==> src/rtl/baud_search_pkg.sv <==
package baud_search_pkg;

    typedef enum logic [2:0] {
        ST_IDLE,
        ST_LAUNCH,
        ST_TEMP,
        ST_QUOT,
        ST_RATE,
        ST_NEXT,
        ST_FINISH
    } srch_state_e;

    localparam int unsigned ERR_START = 100000;
    localparam int unsigned PAIR_MAX  = 15;
    localparam int unsigned PRESCALE  = 4;

endpackage

==> src/rtl/bs_divider.sv <==
module bs_divider #(
    parameter int W = 32
) (
    input  logic         clk,
    input  logic         rst_n,
    input  logic         go,
    input  logic [W-1:0] num,
    input  logic [W-1:0] den,
    output logic         fin,
    output logic [W-1:0] quo,
    output logic [W-1:0] rem
);
    localparam int CW = $clog2(W + 1);

    typedef struct packed {
        logic          run;
        logic          fin;
        logic [CW-1:0] cnt;
        logic [W-1:0]  rem;
        logic [W-1:0]  quo;
        logic [W-1:0]  den;
    } dv_t;

    dv_t dv_d, dv_q;

    logic [W:0] shifted;
    logic [W:0] trial;

    always_comb begin
        dv_d    = dv_q;
        dv_d.fin = 1'b0;
        shifted = {dv_q.rem, dv_q.quo[W-1]};
        trial   = shifted - {1'b0, dv_q.den};
        if (go) begin
            dv_d.run = 1'b1;
            dv_d.cnt = CW'(W);
            dv_d.rem = '0;
            dv_d.quo = num;
            dv_d.den = den;
        end else if (dv_q.run) begin
            if (!trial[W]) begin
                dv_d.rem = trial[W-1:0];
                dv_d.quo = {dv_q.quo[W-2:0], 1'b1};
            end else begin
                dv_d.rem = shifted[W-1:0];
                dv_d.quo = {dv_q.quo[W-2:0], 1'b0};
            end
            dv_d.cnt = dv_q.cnt - 1'b1;
            if (dv_q.cnt == CW'(1)) begin
                dv_d.run = 1'b0;
                dv_d.fin = 1'b1;
            end
        end
    end

    always_ff @(posedge clk or negedge rst_n) begin
        if (!rst_n) dv_q <= '0;
        else        dv_q <= dv_d;
    end

    assign fin = dv_q.fin;
    assign quo = dv_q.quo;
    assign rem = dv_q.rem;

endmodule

==> src/rtl/bs_round_check.sv <==
module bs_round_check #(
    parameter int W    = 32,
    parameter int DL_W = 16
) (
    input  logic [W-1:0] quo,
    input  logic [W-1:0] rem,
    input  logic [W-1:0] baud,
    output logic [W-1:0] dl,
    output logic         valid
);
    localparam logic [W:0] DL_LIM = (W+1)'(1) << DL_W;

    logic round_up;

    always_comb begin
        round_up = (rem > (baud >> 1));
        dl       = quo + {{(W-1){1'b0}}, round_up};
        valid    = (dl > W'(2)) && ({1'b0, dl} < DL_LIM);
    end

endmodule

==> src/rtl/bs_err_judge.sv <==
module bs_err_judge #(
    parameter int W  = 32,
    parameter int EW = 32
) (
    input  logic [W-1:0]  calc,
    input  logic [W-1:0]  baud,
    input  logic [EW-1:0] best_err,
    input  logic [7:0]    tol,
    output logic [EW-1:0] err,
    output logic          better,
    output logic          zero,
    output logic          ok
);
    localparam int PW = EW + 8;

    logic [W-1:0]  diff;
    logic [PW-1:0] lhs;
    logic [PW-1:0] rhs;

    always_comb begin
        diff   = (calc >= baud) ? (calc - baud) : (baud - calc);
        err    = EW'(diff);
        better = (err < best_err);
        zero   = (diff == '0);
        lhs    = (PW'(best_err) + PW'(1)) * PW'(100);
        rhs    = PW'(baud) * PW'(tol);
        ok     = (lhs <= rhs);
    end

endmodule

==> src/rtl/baud_search.sv <==
module baud_search
    import baud_search_pkg::*;
#(
    parameter int W    = 32,
    parameter int DL_W = 16,
    localparam int EW  = (W > 17) ? W : 17
) (
    input  logic            clk,
    input  logic            rst_n,
    input  logic            start,
    input  logic [W-1:0]    clk_hz,
    input  logic [W-1:0]    baud,
    input  logic [7:0]      tol_pct,
    output logic            busy,
    output logic            done,
    output logic            pass,
    output logic [DL_W-1:0] best_dl,
    output logic [3:0]      best_mul,
    output logic [3:0]      best_add,
    output logic [EW-1:0]   best_err
);
    localparam logic [3:0] LAST = 4'(PAIR_MAX);

    typedef struct packed {
        srch_state_e     st;
        logic [3:0]      mul;
        logic [3:0]      add;
        logic [W-1:0]    c16;
        logic [W-1:0]    baud;
        logic [7:0]      tol;
        logic [W-1:0]    temp;
        logic            stop;
        logic            go;
        logic [W-1:0]    op_n;
        logic [W-1:0]    op_d;
        logic [EW-1:0]   b_err;
        logic [DL_W-1:0] b_dl;
        logic [3:0]      b_mul;
        logic [3:0]      b_add;
        logic [EW-1:0]   o_err;
        logic [DL_W-1:0] o_dl;
        logic [3:0]      o_mul;
        logic [3:0]      o_add;
        logic            o_pass;
        logic            done;
    } ctl_t;

    ctl_t r_d, r_q;

    logic            dv_fin;
    logic [W-1:0]    dv_quo;
    logic [W-1:0]    dv_rem;
    logic [W-1:0]    rc_dl;
    logic            rc_valid;
    logic [EW-1:0]   jd_err;
    logic            jd_better;
    logic            jd_zero;
    logic            jd_ok;
    logic [W+3:0]    prod;

    bs_divider #(.W(W)) u_div (
        .clk  (clk),
        .rst_n(rst_n),
        .go   (r_q.go),
        .num  (r_q.op_n),
        .den  (r_q.op_d),
        .fin  (dv_fin),
        .quo  (dv_quo),
        .rem  (dv_rem)
    );

    bs_round_check #(.W(W), .DL_W(DL_W)) u_round (
        .quo  (dv_quo),
        .rem  (dv_rem),
        .baud (r_q.baud),
        .dl   (rc_dl),
        .valid(rc_valid)
    );

    bs_err_judge #(.W(W), .EW(EW)) u_judge (
        .calc    (dv_quo),
        .baud    (r_q.baud),
        .best_err(r_q.b_err),
        .tol     (r_q.tol),
        .err     (jd_err),
        .better  (jd_better),
        .zero    (jd_zero),
        .ok      (jd_ok)
    );

    always_comb begin
        r_d      = r_q;
        r_d.go   = 1'b0;
        r_d.done = 1'b0;
        prod     = (W+4)'(r_q.c16) * (W+4)'(r_q.mul);
        case (r_q.st)
            ST_IDLE: begin
                if (start) begin
                    r_d.c16   = clk_hz >> PRESCALE;
                    r_d.baud  = baud;
                    r_d.tol   = tol_pct;
                    r_d.mul   = 4'd1;
                    r_d.add   = 4'd0;
                    r_d.stop  = 1'b0;
                    r_d.b_err = EW'(ERR_START);
                    r_d.b_dl  = '0;
                    r_d.b_mul = 4'd1;
                    r_d.b_add = 4'd0;
                    r_d.st    = (baud == '0) ? ST_FINISH : ST_LAUNCH;
                end
            end
            ST_LAUNCH: begin
                r_d.op_n = prod[W-1:0];
                r_d.op_d = W'(r_q.mul) + W'(r_q.add);
                r_d.go   = 1'b1;
                r_d.st   = ST_TEMP;
            end
            ST_TEMP: begin
                if (dv_fin) begin
                    r_d.temp = dv_quo;
                    r_d.op_n = dv_quo;
                    r_d.op_d = r_q.baud;
                    r_d.go   = 1'b1;
                    r_d.st   = ST_QUOT;
                end
            end
            ST_QUOT: begin
                if (dv_fin) begin
                    if (rc_valid) begin
                        r_d.b_dl = r_q.b_dl;
                        r_d.op_n = r_q.temp;
                        r_d.op_d = rc_dl;
                        r_d.go   = 1'b1;
                        r_d.st   = ST_RATE;
                    end else begin
                        r_d.st = ST_NEXT;
                    end
                end
            end
            ST_RATE: begin
                if (dv_fin) begin
                    if (jd_better) begin
                        r_d.b_err = jd_err;
                        r_d.b_dl  = DL_W'(r_q.op_d);
                        r_d.b_mul = r_q.mul;
                        r_d.b_add = r_q.add;
                        r_d.stop  = jd_zero;
                    end
                    r_d.st = ST_NEXT;
                end
            end
            ST_NEXT: begin
                if (r_q.stop || (r_q.mul == LAST && r_q.add == LAST)) begin
                    r_d.st = ST_FINISH;
                end else begin
                    if (r_q.add == LAST) begin
                        r_d.mul = r_q.mul + 4'd1;
                        r_d.add = 4'd0;
                    end else begin
                        r_d.add = r_q.add + 4'd1;
                    end
                    r_d.st = ST_LAUNCH;
                end
            end
            ST_FINISH: begin
                r_d.o_err  = r_q.b_err;
                r_d.o_dl   = r_q.b_dl;
                r_d.o_mul  = r_q.b_mul;
                r_d.o_add  = r_q.b_add;
                r_d.o_pass = jd_ok;
                r_d.done   = 1'b1;
                r_d.st     = ST_IDLE;
            end
            default: r_d.st = ST_IDLE;
        endcase
    end

    always_ff @(posedge clk or negedge rst_n) begin
        if (!rst_n) begin
            r_q       <= '0;
            r_q.st    <= ST_IDLE;
            r_q.mul   <= 4'd1;
            r_q.b_err <= EW'(ERR_START);
            r_q.b_mul <= 4'd1;
            r_q.o_err <= EW'(ERR_START);
            r_q.o_mul <= 4'd1;
        end else begin
            r_q <= r_d;
        end
    end

    assign busy     = (r_q.st != ST_IDLE);
    assign done     = r_q.done;
    assign pass     = r_q.o_pass;
    assign best_dl  = r_q.o_dl;
    assign best_mul = r_q.o_mul;
    assign best_add = r_q.o_add;
    assign best_err = r_q.o_err;

endmodule

==> config.mk <==
export PLATFORM = sky130hd
export DESIGN_NAME = baud_search
export DESIGN_NICKNAME = d
export VERILOG_FILES = /design/src/rtl/baud_search_pkg.sv /design/src/rtl/bs_divider.sv /design/src/rtl/bs_round_check.sv /design/src/rtl/bs_err_judge.sv /design/src/rtl/baud_search.sv
export SDC_FILE = /design/constraint.sdc
export NUM_CORES = 2
export LEC_CHECK = 0
export BUFFER_PORTS_ARGS = -buffer_cell sky130_fd_sc_hd__buf_2
export CAP_MARGIN = 20
export CORE_UTILIZATION = 50
export DETAILED_ROUTE_END_ITERATION = 10
export PLACE_DENSITY = 0.76
export SLEW_MARGIN = 0
export SYNTH_ARGS = -nofsm -noshare
export SYNTH_HDL_FRONTEND = slang
export SYNTH_HIERARCHICAL = 1
export SYNTH_SLANG_ARGS = --single-unit
==> constraint.sdc <==
create_clock -name clk -period 8.35 [get_ports clk]
set_clock_uncertainty 0.2 [all_clocks]
set_input_delay 2.0875 -clock clk [delete_from_list [all_inputs] [get_ports clk]]
set_output_delay 2.0875 -clock clk [all_outputs]
set_load 0.02 [all_outputs]
# Word-level counts from Yosys, hierarchy flattened
# Cells that the tools add are included.
[totals]
ff_bits = 395
out_inout_bits = 59
[classes]
add_sub_neg = 9
mul = 3
magnitude_cmp = 6
eq_ne = 17
muxes = 34
n_reduce_logical = 18
[ops]
columns = ["operator", "n"]
rows = [
  ["2-to-1 mux 65 bit", 3],
  ["case mux 65 bit (3 select lines)", 1],
  ["2-to-1 mux 56 bit", 3],
  ["2-to-1 mux 83 bit", 1],
  ["2-to-1 mux 72 bit", 1],
  ["2-to-1 mux 70 bit", 1],
  ["zero test 32 bit", 2],
  ["2-to-1 mux 64 bit", 1],
  ["case mux 32 bit (2 select lines)", 1],
  ["subtractor 32 bit", 2],
  ["less-or-equal comparator 40 bit", 1],
  ["multiplier 32 x 8 -> 40 bit", 1],
  ["multiplier 40 x 5 -> 38 bit, second input constant", 1],
  ["adder 32 x 1 -> 33 bit, second input constant", 1],
  ["subtractor 33 x 32 -> 33 bit", 1],
  ["adder 32 x 1 -> 32 bit", 1],
  [">= comparator 32 bit", 1],
  ["> comparator 32 x 2 -> 1 bit, second input constant", 1],
  ["> comparator 32 x 31 -> 1 bit", 1],
  ["< comparator 32 x 17 -> 1 bit, second input constant", 1],
  ["< comparator 32 bit", 1],
  ["multiplier 28 x 4 -> 32 bit", 1],
  ["2-to-1 mux 32 bit", 1],
  ["case mux 16 bit (2 select lines)", 1],
  ["other kinds (26)", 57],
]

# Longest topological paths before layout
[depth]
ltp_word = 7
ltp_mapped = 37

# Cells and area by module
# The synthesis kept the hierarchy.
[modules_own_cells]
columns = ["module", "instances", "cells_each", "area_each_um2", "seq_area_each_um2"]
rows = [
  ["bs_err_judge", 1, 2142, 16950.0, 0.0],
  ["baud_search", 1, 1676, 15820.2, 7300.8],
  ["bs_divider", 1, 774, 6861.6, 2602.5],
  ["bs_round_check", 1, 254, 1783.0, 0.0],
]

# Least setup slack after synthesis
# No wires, ideal clock.
[synth_path]
path_type = "register to register"
from = "reg r_q[219] (netlist bit)"
to = "reg r_q, in the netlist pass"
arrival_time_ps = 6807
t_required_ps = 8085
path_slack_ps = 1278
path_stages_with_launch = 32
path_buffers = 1
cell_sequence = "dfrtp_1 -> clkbuf_1 -> and2_1 -> fa_1 -> fa_1 -> fa_1 -> inv_1 -> fa_1 -> inv_1 -> ha_1 -> a21oi_1 -> o211ai_1 -> a311oi_1 -> o21ai_0 -> a31o_2 -> o21ai_0 -> nand3b_1 -> a31o_2 -> a21oi_1 -> xor2_1 -> ha_1 -> a21oi_1 -> nor2b_1 -> o21ai_0 -> nand2b_1 -> a21oi_1 -> nor2b_1 -> o21ai_0 -> nand2b_1 -> a221o_1 -> o31ai_1 -> mux2_2"
[synth_via]
elab_chain_len = 2
[synth_lines]
columns = ["item", "line_no", "text"]
rows = [
  ["from (decl)", "baud_search.sv:48", "ctl_t r_d, r_q;"],
  ["from (signal assigned)", "baud_search.sv:188", "r_q <= r_d;"],
  ["multiplier 32 x 8 -> 40 bit", "bs_err_judge.sv:26", "rhs = PW'(baud) * PW'(tol);"],
  ["less-or-equal comparator 40 bit", "bs_err_judge.sv:27", "ok = (lhs <= rhs);"],
  ["named net jd_ok", "baud_search.sv:58", "logic jd_ok;"],
]
# The timed path passes the listed nets, and every way through them passes these cells.
# A chain may end at the register's enable or synchronous reset.

# Worst setup path in the final report
# Ends and elaborated chain as after synthesis.

==> flow_summary.yaml <==
routing:
  ant_nets: 0
  wl_per_cell_microns: 19.0
  firstDrtPassIters: 8
  drc: 0
  num_vias: 33700
  dr.first_iter.drc_count: 2776
  totalWireLength_mm: 112
  viasPerCell: 5.74
placement:
  place.gp.congestion: 0.970
  dp_hpwl_mm: 86.4
  port-buffer-count: 129
layout:
  most-common-layout-cells: "nand2_1 (739), inv_1 (631), ha_1 (403)"
  n_fill_cell: 7540
  num_antenna_cells: 0
  finalNetCount: 5512
  drive_above_1_share_pct: 9.07
  layout_commonest_cell: "nand2_1"
  final_core_util_pct: 53.3
  area_growth_pct: 5.58
die:
  fp.dieW_microns: 290
  fp.coreArea_sq_um: 82000
  die_area_sq_um: 84000
  die_h_microns: 290
  start_util_pct: 50.5
  rows: 105
  io_pins: 134
global_routing:
  met2_usage_pct: 45.9
  busiest_layer: "met2"
  grt_use_total_pct: 26.3
  grt-ovfl-total: 0
  grt_pass1_wl_mm: 178
  use_met1_pct: 32.9
  grt_util_met3_pct: 2.57
  grt_max_degree: 177
  antenna_found_initial: 0
  grt_pass1_vias: 33400
worst_setup_path:
  worstSetupPathType: "reg2reg"
  cp_slowest_stage_delay_ns: 0.65
  arrival_ns: 8.27
  r2r_slack_ns: 0.43
  cpMostUsedCell: "fa_1"
  cp_slowest_cell: "dfrtp_1"
  critPathRequiredTime_ns: 8.69
  worst_r2r_path_depth: 28
  end_kind: "flip-flop"
  cp_max_fo: 14
  rr_startpoint: "r_q[219]$_DFFE_PN0P_"
  start_kind: "flip-flop"
  r2r_end: "pass$_DFFE_PN0P_"
logic_synthesis:
  netlist_top_cells_area: "dfrtp_1 (23%), fa_1 (13%), ha_1 (12%)"
  synth_warnings: 6
  synth_top_area_share_pct: 23.0
  syn_area_sq_um: 41400
  ys_ff_latch: 395
  netlist_instances: 4846
  ys_dominant_reg_cell: "dfrtp_1"
  postSynthAreaPerCell_sq_um: 8.55
  synth_edf_count: 0
  ys_types: 112
  synth_nets: 5588
  ys_seq_area_share_pct: 23.9
  async_flop_share_pct: 100
  synth_top_area_cell: "dfrtp_1"
timing:
  drv_slew: 0
  setup-violations-final: 0
  fin_tns_setup_ns: 0
  min_period_over_period_pct: 94.9
  period_needed_ns: 7.92
  rsz0062_at_grt: "false"
  relSlewSlack_pct: 29.4
  finalHoldViolCount: 0
  worstMarginPinSlew_ns: 1.06
  fmax_mhz: 126
cts:
  cts_tree: "done"
  cts_max_level: 2
  hold_buffers: 0
  clock-sinks: 395
  clockBufferDepth: 3
  post_cts_resized: 0
  clk_pin_slew_ns: 0.08
  numCtsBuffers: 44
  cts-root-buf: "clkbuf_16"
  clock_latency_ns: 0.60
  cts_setup_buffers: 0
hold_path:
  whs_endpoint: "u_div/quo[20]$_DFFE_PN0P_"
  min_path_cells: 2
  min_path_type: "reg2reg"
  worstHoldStart: "r_q[166]$_DFFE_PN0P_"
pwr:
  leakage_nw: 23.1
  pwr_density_cell_nw_per_um2: 90.6
  ir_drop_v: 0.000154
job:
  max_cap_viol_count: 0
status:
  status: "finished, final reports clean"
synth_stat cells (all sizes together) (12+ instances only):
| library cell | number |
|---|---|
| nand2 | 743 |
| inv | 632 |
| ha | 403 |
| dfrtp | 380 |
| and2 | 277 |
| o21ai | 268 |
| fa | 264 |
| a21oi | 227 |
| buf | 167 |
| clkbuf | 159 |
| nor2 | 158 |
| xnor2 | 131 |
| a21o | 115 |
| xor2 | 77 |
| nand4 | 68 |
| mux2i | 62 |
| nand3 | 62 |
| mux2 | 61 |
| a222oi | 58 |
| a211oi | 48 |
| nor3 | 42 |
| o21a | 37 |
| and3 | 29 |
| o21bai | 28 |
| nand2b | 25 |
| nor2b | 25 |
| nor4 | 23 |
| or3 | 22 |
| a31oi | 20 |
| and4 | 16 |
| o211ai | 16 |
| dfstp | 15 |
| a211o | 14 |
| a221o | 12 |
| o31ai | 12 |
worst max path at each step:
stage / start / to / slack [ns] / cells after the start
floorplan: r_q[219]$_DFFE_PN0P_ / pass$_DFFE_PN0P_ / 1.28 / 31
global placement: r_q[216]$_DFFE_PN0P_ / pass$_DFFE_PN0P_ / 0.42 / 29
detailed placement: r_q[216]$_DFFE_PN0P_ / pass$_DFFE_PN0P_ / 0.42 / 29
CTS: r_q[216]$_DFFE_PN0P_ / pass$_DFFE_PN0P_ / 0.40 / 29
global route: r_q[216]$_DFFE_PN0P_ / pass$_DFFE_PN0P_ / 0.005 / 29
finish: r_q[219]$_DFFE_PN0P_ / pass$_DFFE_PN0P_ / 0.43 / 28
registers in the layout, summed over array words and instances (netlist names):
register,flops
best_add,4
best_dl,16
best_err,32
best_mul,4
done,1
pass,1
r_q,233
u_div/dv_q,39
u_div/fin,1
u_div/quo,32
u_div/rem,32
worst max-delay path: cells and delay by family, from the launching register on:
kind	cells	cell delay, ns
fa+ha+maj	6	2.68
compound gates	12	2.66
simple gates	7	1.10
flops	1	0.65
xor+xnor	1	0.32
mux	1	0.18
buf+inv	1	0.05
cells by family (layout without fill, tap and decap cells):
logic type      after synthesis  in the layout  synth area share, %
flops                       395            395                 23.9
compound gates              958            958                 15.5
mux                         123            123                 3.16
xor+xnor                    208            208                 4.42
buf+inv                     959            918                 10.2
fa+ha+maj                   667            667                 24.9
simple gates               1536           1536                 17.9
metal layers:
layer | vias to the layer above | wire length, microns
met3 | 193 | 5330
li1 | 16000 | -
met5 | - | 0
met4 | 0 | 5220
met1 | 16500 | 46200
met2 | 1002 | 55000
power breakdown:
group	switching [mW]	internal, mW
combinational	0.0471	0.0149
sequential	0	1.91
clock	0.863	1.12
total	0.910	3.05
metrics by stage:
stage          instance area (sq um)  worst slack [ns]  hold slack [ns]  power (mW)  instances
5_1_grt                        43700           0.00519            0.285        4.08       5875
6_report                       43700             0.427            0.268        3.96       5875
3_3_place_gp                   42300             0.419            0.257        2.01       5794
4_1_cts                        43700             0.400            0.268        4.00       5875
2_1_floorplan                  41400              1.28            0.246        1.95       4846
3_5_place_dp                   42300             0.423            0.263        2.01       5794
cell type report:
| cell class | count | area (sq um) | share of cell area (%) |
|---|---|---|---|
| multi-input cells | 3492 | 27400 | 62.6 |
| inverters | 632 | 2370 | 5.43 |
| flip-flops and latches | 395 | 9920 | 22.7 |
| clock inverters | 22 | 186 | 0.426 |
| clock buffers | 59 | 1280 | 2.93 |
| repair buffers | 205 | 1280 | 2.92 |
| well taps | 1070 | 1340 | 3.06 |
Note: power is estimated with default switching activity, not from simulation.
